### src/rtl/scl_div_pkg.sv
package scl_div_pkg;
  localparam int NUM_TICKS = 4;

  typedef enum logic [1:0] {
    TK_HI_START = 2'd0,
    TK_HI_MID   = 2'd1,
    TK_LO_START = 2'd2,
    TK_LO_MID   = 2'd3
  } tick_idx_e;
endpackage

### src/rtl/scl_prescale.sv
module scl_prescale #(
  parameter int PRE_W = 2
) (
  input  logic             clk,
  input  logic             rst,
  input  logic             en_i,
  input  logic [PRE_W-1:0] pre_i,
  output logic             slot_end_o,
  output logic             slot_first_o
);
  logic [PRE_W-1:0] pre_cnt;

  always_ff @(posedge clk) begin
    if (rst || !en_i) begin
      pre_cnt <= '0;
    end else if (pre_cnt == pre_i) begin
      pre_cnt <= '0;
    end else begin
      pre_cnt <= pre_cnt + 1'b1;
    end
  end

  assign slot_end_o   = en_i && (pre_cnt == pre_i);
  assign slot_first_o = en_i && (pre_cnt == '0);

  assert_pre_bound_R2: assert property (@(posedge clk) disable iff (rst)
    pre_cnt <= pre_i);
endmodule

### src/rtl/scl_phase_cnt.sv
module scl_phase_cnt #(
  parameter int PRE_W = 2,
  parameter int DIV_W = 6,
  parameter int STEP  = 8,
  parameter int BASE  = 20,
  localparam int CFG_W = PRE_W + DIV_W,
  localparam int PER_W = $clog2(STEP * (2**DIV_W - 1) + BASE + 1)
) (
  input  logic             clk,
  input  logic             rst,
  input  logic             en_i,
  input  logic [CFG_W-1:0] cfg_i,
  input  logic             slot_end_i,
  output logic [PRE_W-1:0] pre_o,
  output logic [PER_W-1:0] cnt_o,
  output logic [PER_W-1:0] hi_o,
  output logic [PER_W-1:0] lo_o
);
  logic [CFG_W-1:0] shadow;
  logic [PER_W-1:0] cnt;
  logic [PER_W-1:0] per;
  logic [DIV_W-1:0] div;
  logic             wrap;

  assign div   = shadow[CFG_W-1:PRE_W];
  assign pre_o = shadow[PRE_W-1:0];
  assign per   = PER_W'(div) * PER_W'(STEP) + PER_W'(BASE);
  assign hi_o  = per >> 1;
  assign lo_o  = per - (per >> 1);
  assign wrap  = slot_end_i && (cnt == per - 1'b1);
  assign cnt_o = cnt;

  always_ff @(posedge clk) begin
    if (rst) begin
      shadow <= '0;
      cnt    <= '0;
    end else if (!en_i) begin
      shadow <= cfg_i;
      cnt    <= '0;
    end else if (wrap) begin
      shadow <= cfg_i;
      cnt    <= '0;
    end else if (slot_end_i) begin
      cnt    <= cnt + 1'b1;
    end
  end

  assert_cnt_bound_R2: assert property (@(posedge clk) disable iff (rst)
    cnt < per);

  assert_shadow_hold_R5: assert property (@(posedge clk) disable iff (rst)
    (en_i && $past(en_i) && !$past(wrap) && !$past(rst)) |-> $stable(shadow));
endmodule

### src/rtl/scl_tick_out.sv
module scl_tick_out
  import scl_div_pkg::*;
#(
  parameter int PER_W = 10
) (
  input  logic                 clk,
  input  logic                 rst,
  input  logic                 en_i,
  input  logic                 slot_first_i,
  input  logic [PER_W-1:0]     cnt_i,
  input  logic [PER_W-1:0]     hi_i,
  input  logic [PER_W-1:0]     lo_i,
  output logic                 scl_o,
  output logic [NUM_TICKS-1:0] tick_o
);
  logic [PER_W-1:0] tgt [NUM_TICKS];

  assign tgt[TK_HI_START] = '0;
  assign tgt[TK_HI_MID]   = hi_i >> 1;
  assign tgt[TK_LO_START] = hi_i;
  assign tgt[TK_LO_MID]   = hi_i + (lo_i >> 1);

  always_ff @(posedge clk) begin
    if (rst) scl_o <= 1'b1;
    else     scl_o <= !en_i || (cnt_i < hi_i);
  end

  for (genvar i = 0; i < NUM_TICKS; i++) begin : g_tick
    always_ff @(posedge clk) begin
      if (rst) tick_o[i] <= 1'b0;
      else     tick_o[i] <= en_i && slot_first_i && (cnt_i == tgt[i]);
    end
  end

  assert_tick_onehot_R4: assert property (@(posedge clk) disable iff (rst)
    $onehot0(tick_o));

  assert_fall_at_lo_start_R3: assert property (@(posedge clk) disable iff (rst)
    tick_o[TK_LO_START] |-> (!scl_o && $past(scl_o)));

  assert_rise_at_hi_start_R4: assert property (@(posedge clk) disable iff (rst)
    tick_o[TK_HI_START] |-> scl_o);
endmodule

### src/rtl/scl_clkgen.sv
module scl_clkgen
  import scl_div_pkg::*;
#(
  parameter int PRE_W = 2,
  parameter int DIV_W = 6,
  parameter int STEP  = 8,
  parameter int BASE  = 20,
  localparam int CFG_W = PRE_W + DIV_W,
  localparam int PER_W = $clog2(STEP * (2**DIV_W - 1) + BASE + 1)
) (
  input  logic                 clk,
  input  logic                 rst,
  input  logic                 en_i,
  input  logic [CFG_W-1:0]     cfg_i,
  output logic                 scl_o,
  output logic [NUM_TICKS-1:0] tick_o
);
  logic [PRE_W-1:0] pre;
  logic             slot_end;
  logic             slot_first;
  logic [PER_W-1:0] cnt;
  logic [PER_W-1:0] hi;
  logic [PER_W-1:0] lo;

  scl_prescale #(.PRE_W(PRE_W)) u_pre (
    .clk          (clk),
    .rst          (rst),
    .en_i         (en_i),
    .pre_i        (pre),
    .slot_end_o   (slot_end),
    .slot_first_o (slot_first)
  );

  scl_phase_cnt #(.PRE_W(PRE_W), .DIV_W(DIV_W), .STEP(STEP), .BASE(BASE)) u_cnt (
    .clk        (clk),
    .rst        (rst),
    .en_i       (en_i),
    .cfg_i      (cfg_i),
    .slot_end_i (slot_end),
    .pre_o      (pre),
    .cnt_o      (cnt),
    .hi_o       (hi),
    .lo_o       (lo)
  );

  scl_tick_out #(.PER_W(PER_W)) u_out (
    .clk          (clk),
    .rst          (rst),
    .en_i         (en_i),
    .slot_first_i (slot_first),
    .cnt_i        (cnt),
    .hi_i         (hi),
    .lo_i         (lo),
    .scl_o        (scl_o),
    .tick_o       (tick_o)
  );

  assert_idle_R6: assert property (@(posedge clk) disable iff (rst)
    !en_i |=> (scl_o && tick_o == '0));

  assert_start_R7: assert property (@(posedge clk) disable iff (rst)
    (en_i && !$past(en_i) && !$past(rst)) |=> tick_o[TK_HI_START]);
endmodule

### config.mk
export PLATFORM = sky130hd
export DESIGN_NAME = scl_clkgen
export DESIGN_NICKNAME = d
export VERILOG_FILES = /design/src/rtl/scl_div_pkg.sv /design/src/rtl/scl_prescale.sv /design/src/rtl/scl_phase_cnt.sv /design/src/rtl/scl_tick_out.sv /design/src/rtl/scl_clkgen.sv
export SDC_FILE = /design/constraint.sdc
export NUM_CORES = 1
export LEC_CHECK = 0
export BUFFER_PORTS_ARGS = -buffer_cell sky130_fd_sc_hd__clkbuf_2
export CORE_UTILIZATION = 40
export DETAILED_ROUTE_END_ITERATION = 12
export GPL_ROUTABILITY_DRIVEN = 0
export PLACE_DENSITY = 0.56
export SYNTH_ARGS = -nofsm -noshare
export SYNTH_HDL_FRONTEND = slang
export SYNTH_SLANG_ARGS = --single-unit
export TNS_END_PERCENT = 1
### constraint.sdc
create_clock -name clk -period 7.75 [get_ports clk]
set_input_delay 1.1625 -clock clk [delete_from_list [all_inputs] [get_ports clk]]
set_output_delay 1.1625 -clock clk [all_outputs]
set_load 0.02 [all_outputs]
# After elaboration in Yosys (flattened, before gate mapping)
# Index checks and enable logic that the tools add are counted.
[op_classes]
n_reduce_logical = 15
order_cmp = 1
div_mod_pow = 0
eq_ne = 6
n_mux = 2
n_bitwise = 1
multipliers = 0
shifts = 0
n_addsub = 6
[op_table]
columns = ["op", "n"]
rows = [
  ["== test 10 bit", 2],
  ["two-way mux 8 bit", 2],
  ["adder 10 x 1 -> 10 bit, second input constant", 1],
  ["adder 9 x 5 -> 10 bit, second input constant", 1],
  ["adder 9 x 9 -> 10 bit", 1],
  ["== test 10 x 8 -> 1 bit", 1],
  ["== test 10 x 9 -> 1 bit", 1],
  ["logical NOT 10 bit", 1],
  ["< comparator 10 x 9 -> 1 bit", 1],
  ["subtractor 10 x 1 -> 10 bit, second input constant", 1],
  ["subtractor 10 x 9 -> 10 bit", 1],
  ["logical AND 1 bit", 8],
  ["OR reduction 3 bit", 1],
  ["adder 2 x 1 -> 2 bit, second input constant", 1],
  ["== test 2 bit", 1],
  ["logical NOT 2 bit", 1],
  ["logical OR 1 bit", 2],
  ["!= test 2 x 1 -> 1 bit, second input constant", 1],
  ["OR reduction 2 bit", 1],
  ["logical NOT 1 bit", 1],
  ["NOT 1 bit", 1],
]
[word_totals]
latchBits = 0
output_inout_bits = 5
in_bits = 11
register_bits = 25
rom_bits = 0
word_cells = 39
mem_count = 0
mem_bits_rw = 0

# Logic depth before layout (Yosys ltp)
[depth]
ltp_word = 6
mapped_depth = 17

# Modules after synthesis
# A second synthesis with hierarchy kept.
[hier_totals]
cells_unflattened = 307
area_unflattened_um2 = 2582.5
[modules_own_cells]
columns = ["module", "instances", "area_per_inst_um2", "cells_each"]
rows = [
  ["scl_phase_cnt", 1, 1368.8, 161],
  ["scl_tick_out", 1, 1096.1, 133],
  ["scl_prescale", 1, 117.6, 13],
]

# Least setup slack after synthesis
# OpenSTA, ideal clock, no wires.
[synth_path]
path_type = "flip-flop to flip-flop"
start = "register u_cnt.shadow[3]"
end = "register u_out.tick_o[3]"
required_ns = 7.628
synth_period_minus_slack_ns = 3.328
setup_ns = 0.122
stages_incl_launch_ff = 18
path_slack_ns = 4.422
path_buffers = 2
t_arrival_ns = 3.206
cell_sequence = "dfxtp_1 > buf_6 > inv_1 > ha_1 > buf_2 > xor2_1 > a211oi_1 > a211oi_1 > a31oi_1 > xnor2_1 > ha_1 > a211o_1 > a41o_1 > a21oi_1 > xnor2_1 > nor2_1 > o21ai_0 > a21oi_1"
[synth_between]
elab_chain_cells = 5
[synth_lines]
columns = ["item", "line_no", "source"]
rows = [
  ["start, declared", "scl_phase_cnt.sv:19", "logic [CFG_W-1:0] shadow;"],
  ["start signal, assigned", "scl_phase_cnt.sv:38", "shadow <= cfg_i;"],
  ["start signal, assigned", "scl_phase_cnt.sv:41", "shadow <= cfg_i;"],
  ["adder 9 x 5 -> 10 bit (*)", "scl_phase_cnt.sv:27", "assign per = PER_W'(div) * PER_W'(STEP) + PER_W'(BASE);"],
  ["subtractor 10 x 9 -> 10 bit", "scl_phase_cnt.sv:29", "assign lo_o = per - (per >> 1);"],
  ["adder 9 x 9 -> 10 bit (*)", "scl_tick_out.sv:21", "assign tgt[TK_LO_MID] = hi_i + (lo_i >> 1);"],
  ["== test 10 bit (*)", "scl_tick_out.sv:31", "else tick_o[i] <= en_i && slot_first_i && (cnt_i == tgt[i]);"],
  ["logical AND 1 bit (*)", "scl_tick_out.sv:31", ""],
  ["end signal, assigned by index", "scl_tick_out.sv:31", ""],
  ["end, declared", "scl_tick_out.sv:14", "output logic [NUM_TICKS-1:0] tick_o"],
]
# Every way passes the cells marked *; elsewhere a longest branch is shown, timed or not.
# A chain may end at the register's enable or synchronous reset.

# Final worst setup path
# Same ends and word-level chain as after synthesis.

==> results.md <==
* Outcome: completed
* Final Cell Area at 2381 um^2
* CTS tree: yes
* Tcrit/Tclk final at 54.80%
* # DRC at 0
* Worst setup SP type: register
* MaxCap Viol Count at 0
* Slew Limit Fails at 0
* Worst Path Required at 7.96 ns
* Synth Instances at 276
* Largest net degree at the start of global routing at 17
* Rows at 27
* Post-synth EDFFs at 0
* Final HPWL DP at ~3700 um
* # Post-CTS Setup Buffers at 0
* First-pass GRT wire length at 8024 um
* Max Clk Rate at 235.5 MHz
* Iter 0 DRT Violations at 47
* H-tree depth at 1
* Vias in the first global route at 1635
* Initial core utilization at 41.45%
* Yosys warnings at 0
* Net Count, Synth at 307
* Gr ovfl total at 0
* Worst Tran Pin Value at 0.7837 ns
* WHS at 0.4944 ns
* Reg2Reg Depth at 13
* Crit Path Class: register to register
* Post-synthesis async set-or-reset flop share at 0%
* Hold-critical path depth at 2
* Register-to-register setup slack at 3.50 ns
* Cell Area, Placed at 2332 um^2
* Clk_skew at 0.009999 ns
* Clock slew at reported path FFs at 0.10 ns
* P&R area growth vs syn at 4.331%
* Final Hold Viols at 0
* Num CTS Buffers at 3
* Root buffer cell: clkbuf_8
* Cts-stage hold buffer count at 0
* # fillers at approximately 570
* Worst-Skew Late Latency at 0.28 ns
* Nets at slightly above 300
* Core ar. at about 5500 um^2
* Multi-input combinational cell area at 1610 um^2
* Die ar. at roughly 6000 um^2
* RSZ-0062 raised after global routing: no
* Num ports at 16
* Detailed Route WL at 4764 um
* Die Ht at 77.54 um
* PD cells at roughly 140 nW/um^2
* #FFs+latches synth at 25
* Clock Sinks at 25
* Distinct cells, synth at between 50 and 60
* Setup-failing EPs final at 0
* Crit path DAT at 4.46 ns
* Via-to-Cell Ratio at 5.193
* Slew headroom at 46.40%
* GR Util All Layers at 16.63%
* Setup tns final at 0 ns
* DR vias at 1807
* Tmin final at 4.247 ns
* Avg WL per Cell at 13.69 um
* ANT nets after route at 0
* Seq/Total Area, Yosys at 21.93%
* Layout cell share with drive strength beyond 1 at 10.87%
* Mapped Avg Cell Area at 8.269 um^2
* Buffers on Ports at 15
* DR pass1 iterations at 4
* Reg area at about 500 um^2
* Worst Hold Class: register to register
* Die W at 77.54 um
* Initial antenna violation count at 0
* Diode count at 0
* Cts repair resizes at 0
* Worst ir drop on vdd at 67.33 uV
* CP max FO at 16
* Cell area after synthesis at approximately 2300 um^2
* Leakage Power at 0.9503 nW
* Clk buf depth at 2
* Top FF cell, synth: dfxtp_1
* CP Capture Type: register
-- final timing paths --
check                  start              end
min          u_cnt.shadow[1]  u_cnt.shadow[1]
max reg2reg  u_cnt.shadow[3]  u_out.tick_o[3]
min reg2reg  u_cnt.shadow[1]  u_cnt.shadow[1]
max          u_cnt.shadow[3]  u_out.tick_o[3]
-- area by class of cell --
cell class / count / area share (%)
multi-input cells: 217 / 67.63
flip-flops and latches: 25 / 21.02
well taps: 72 / 3.784
repair buffers: 15 / 3.153
inverters: 15 / 2.365
clock buffers: 3 / 1.734
clock inverters: 1 / 0.3153
-- stage by stage --
step	utilization [%]	power (mW)	setup slack [ns]	std cells
3_5_place_dp	42.35	0.2521	3.551	344
5_1_grt	43.24	0.3557	3.158	348
6_report	43.24	0.3320	3.503	348
4_1_cts	43.24	0.3353	3.511	348
2_1_floorplan	-	0.2355	4.422	276
3_3_place_gp	42.35	0.2518	3.743	344
-- synthesized netlist by cell type, drive strengths merged, types with 5 or more instances --
| library cell | number | share of area [%] |
|---|---|---|
| nand2 | 20 | 3.9 |
| nand4 | 5 | 1.4 |
| nor2 | 25 | 4.1 |
| xnor2 | 34 | 14 |
| buf | 14 | 4.2 |
| inv | 15 | 2.5 |
| clkbuf | 5 | 0.82 |
| a21oi | 18 | 3.9 |
| xor2 | 14 | 6.2 |
| a21o | 5 | 1.6 |
| nand3 | 15 | 3.8 |
| dfxtp | 25 | 22 |
| ha | 20 | 11 |
| o21ai | 7 | 1.5 |
-- worst max-delay path, cell delays in order, from the launching register on --
cell	delay, ns
dfxtp_1	0.76
inv_1	0.24
ha_1	0.49
xor2_1	0.22
a211oi_1	0.42
xnor2_1	0.14
ha_1	0.39
nand2_1	0.07
o21ai_0	0.41
xnor2_1	0.17
o21ai_0	0.10
a2111oi_0	0.52
nand3_1	0.14
a21oi_1	0.12
-- routing by layer --
layer | vias up | part of all wire [%] | global-route usage (%)
met1 | 810 | 50 | 23.52
met5 | - | 0 | 0
met2 | 36 | 44 | 26.19
li1 | 955 | - | -
met4 | 0 | 0.97 | 3.396
met3 | 6 | 4.7 | 2.941
-- kinds of logic (layout without fill, tap and decap cells) --
group / count (synthesis) / in the layout / synth area share [%]
compound gates: 54 / 54 / 16.61
xor+xnor: 48 / 48 / 19.90
fa+ha+maj: 22 / 22 / 11.84
buf+inv: 34 / 34 / 7.511
flops: 25 / 25 / 21.93
mux: 2 / 2 / 0.8772
simple gates: 91 / 91 / 21.33
-- flip-flops by register name, summed over array words and instances (netlist names) --
register,count
u_cnt.cnt_o,10
u_cnt.shadow,8
u_out.tick_o,4
u_pre.pre_cnt,2
u_out.scl_o,1
-- cell usage in the layout (no fill, tap or decap), drive strengths merged, types with 2 or more instances in the layout --
cell type | Yosys | final
a211o | 4 | 4
mux2i | 2 | 2
nor3 | 4 | 4
maj3 | 2 | 2
nor4 | 2 | 2
and4 | 2 | 2
o22ai | 3 | 3
nor2 | 25 | 25
dfxtp | 25 | 25
xor2 | 14 | 14
a211oi | 3 | 3
o21ai | 7 | 7
ha | 20 | 20
nor2b | 3 | 3
a21oi | 18 | 18
or2 | 2 | 2
o211ai | 3 | 3
nand2 | 20 | 20
inv | 15 | 15
nand4 | 5 | 5
and3 | 4 | 4
clkbuf | 5 | 18
a31oi | 2 | 2
xnor2 | 34 | 34
a2111oi | 2 | 2
a21o | 5 | 5
and2 | 4 | 4
nand3 | 15 | 15
-- power breakdown --
part           total, mW  leakage [nW]  internal (mW)  switching (mW)
clock             0.0813        0.0217         0.0365          0.0448
combinational      0.112         0.725         0.0525          0.0590
sequential         0.139         0.203          0.132         0.00749
(Power assumes the default switching activity.)
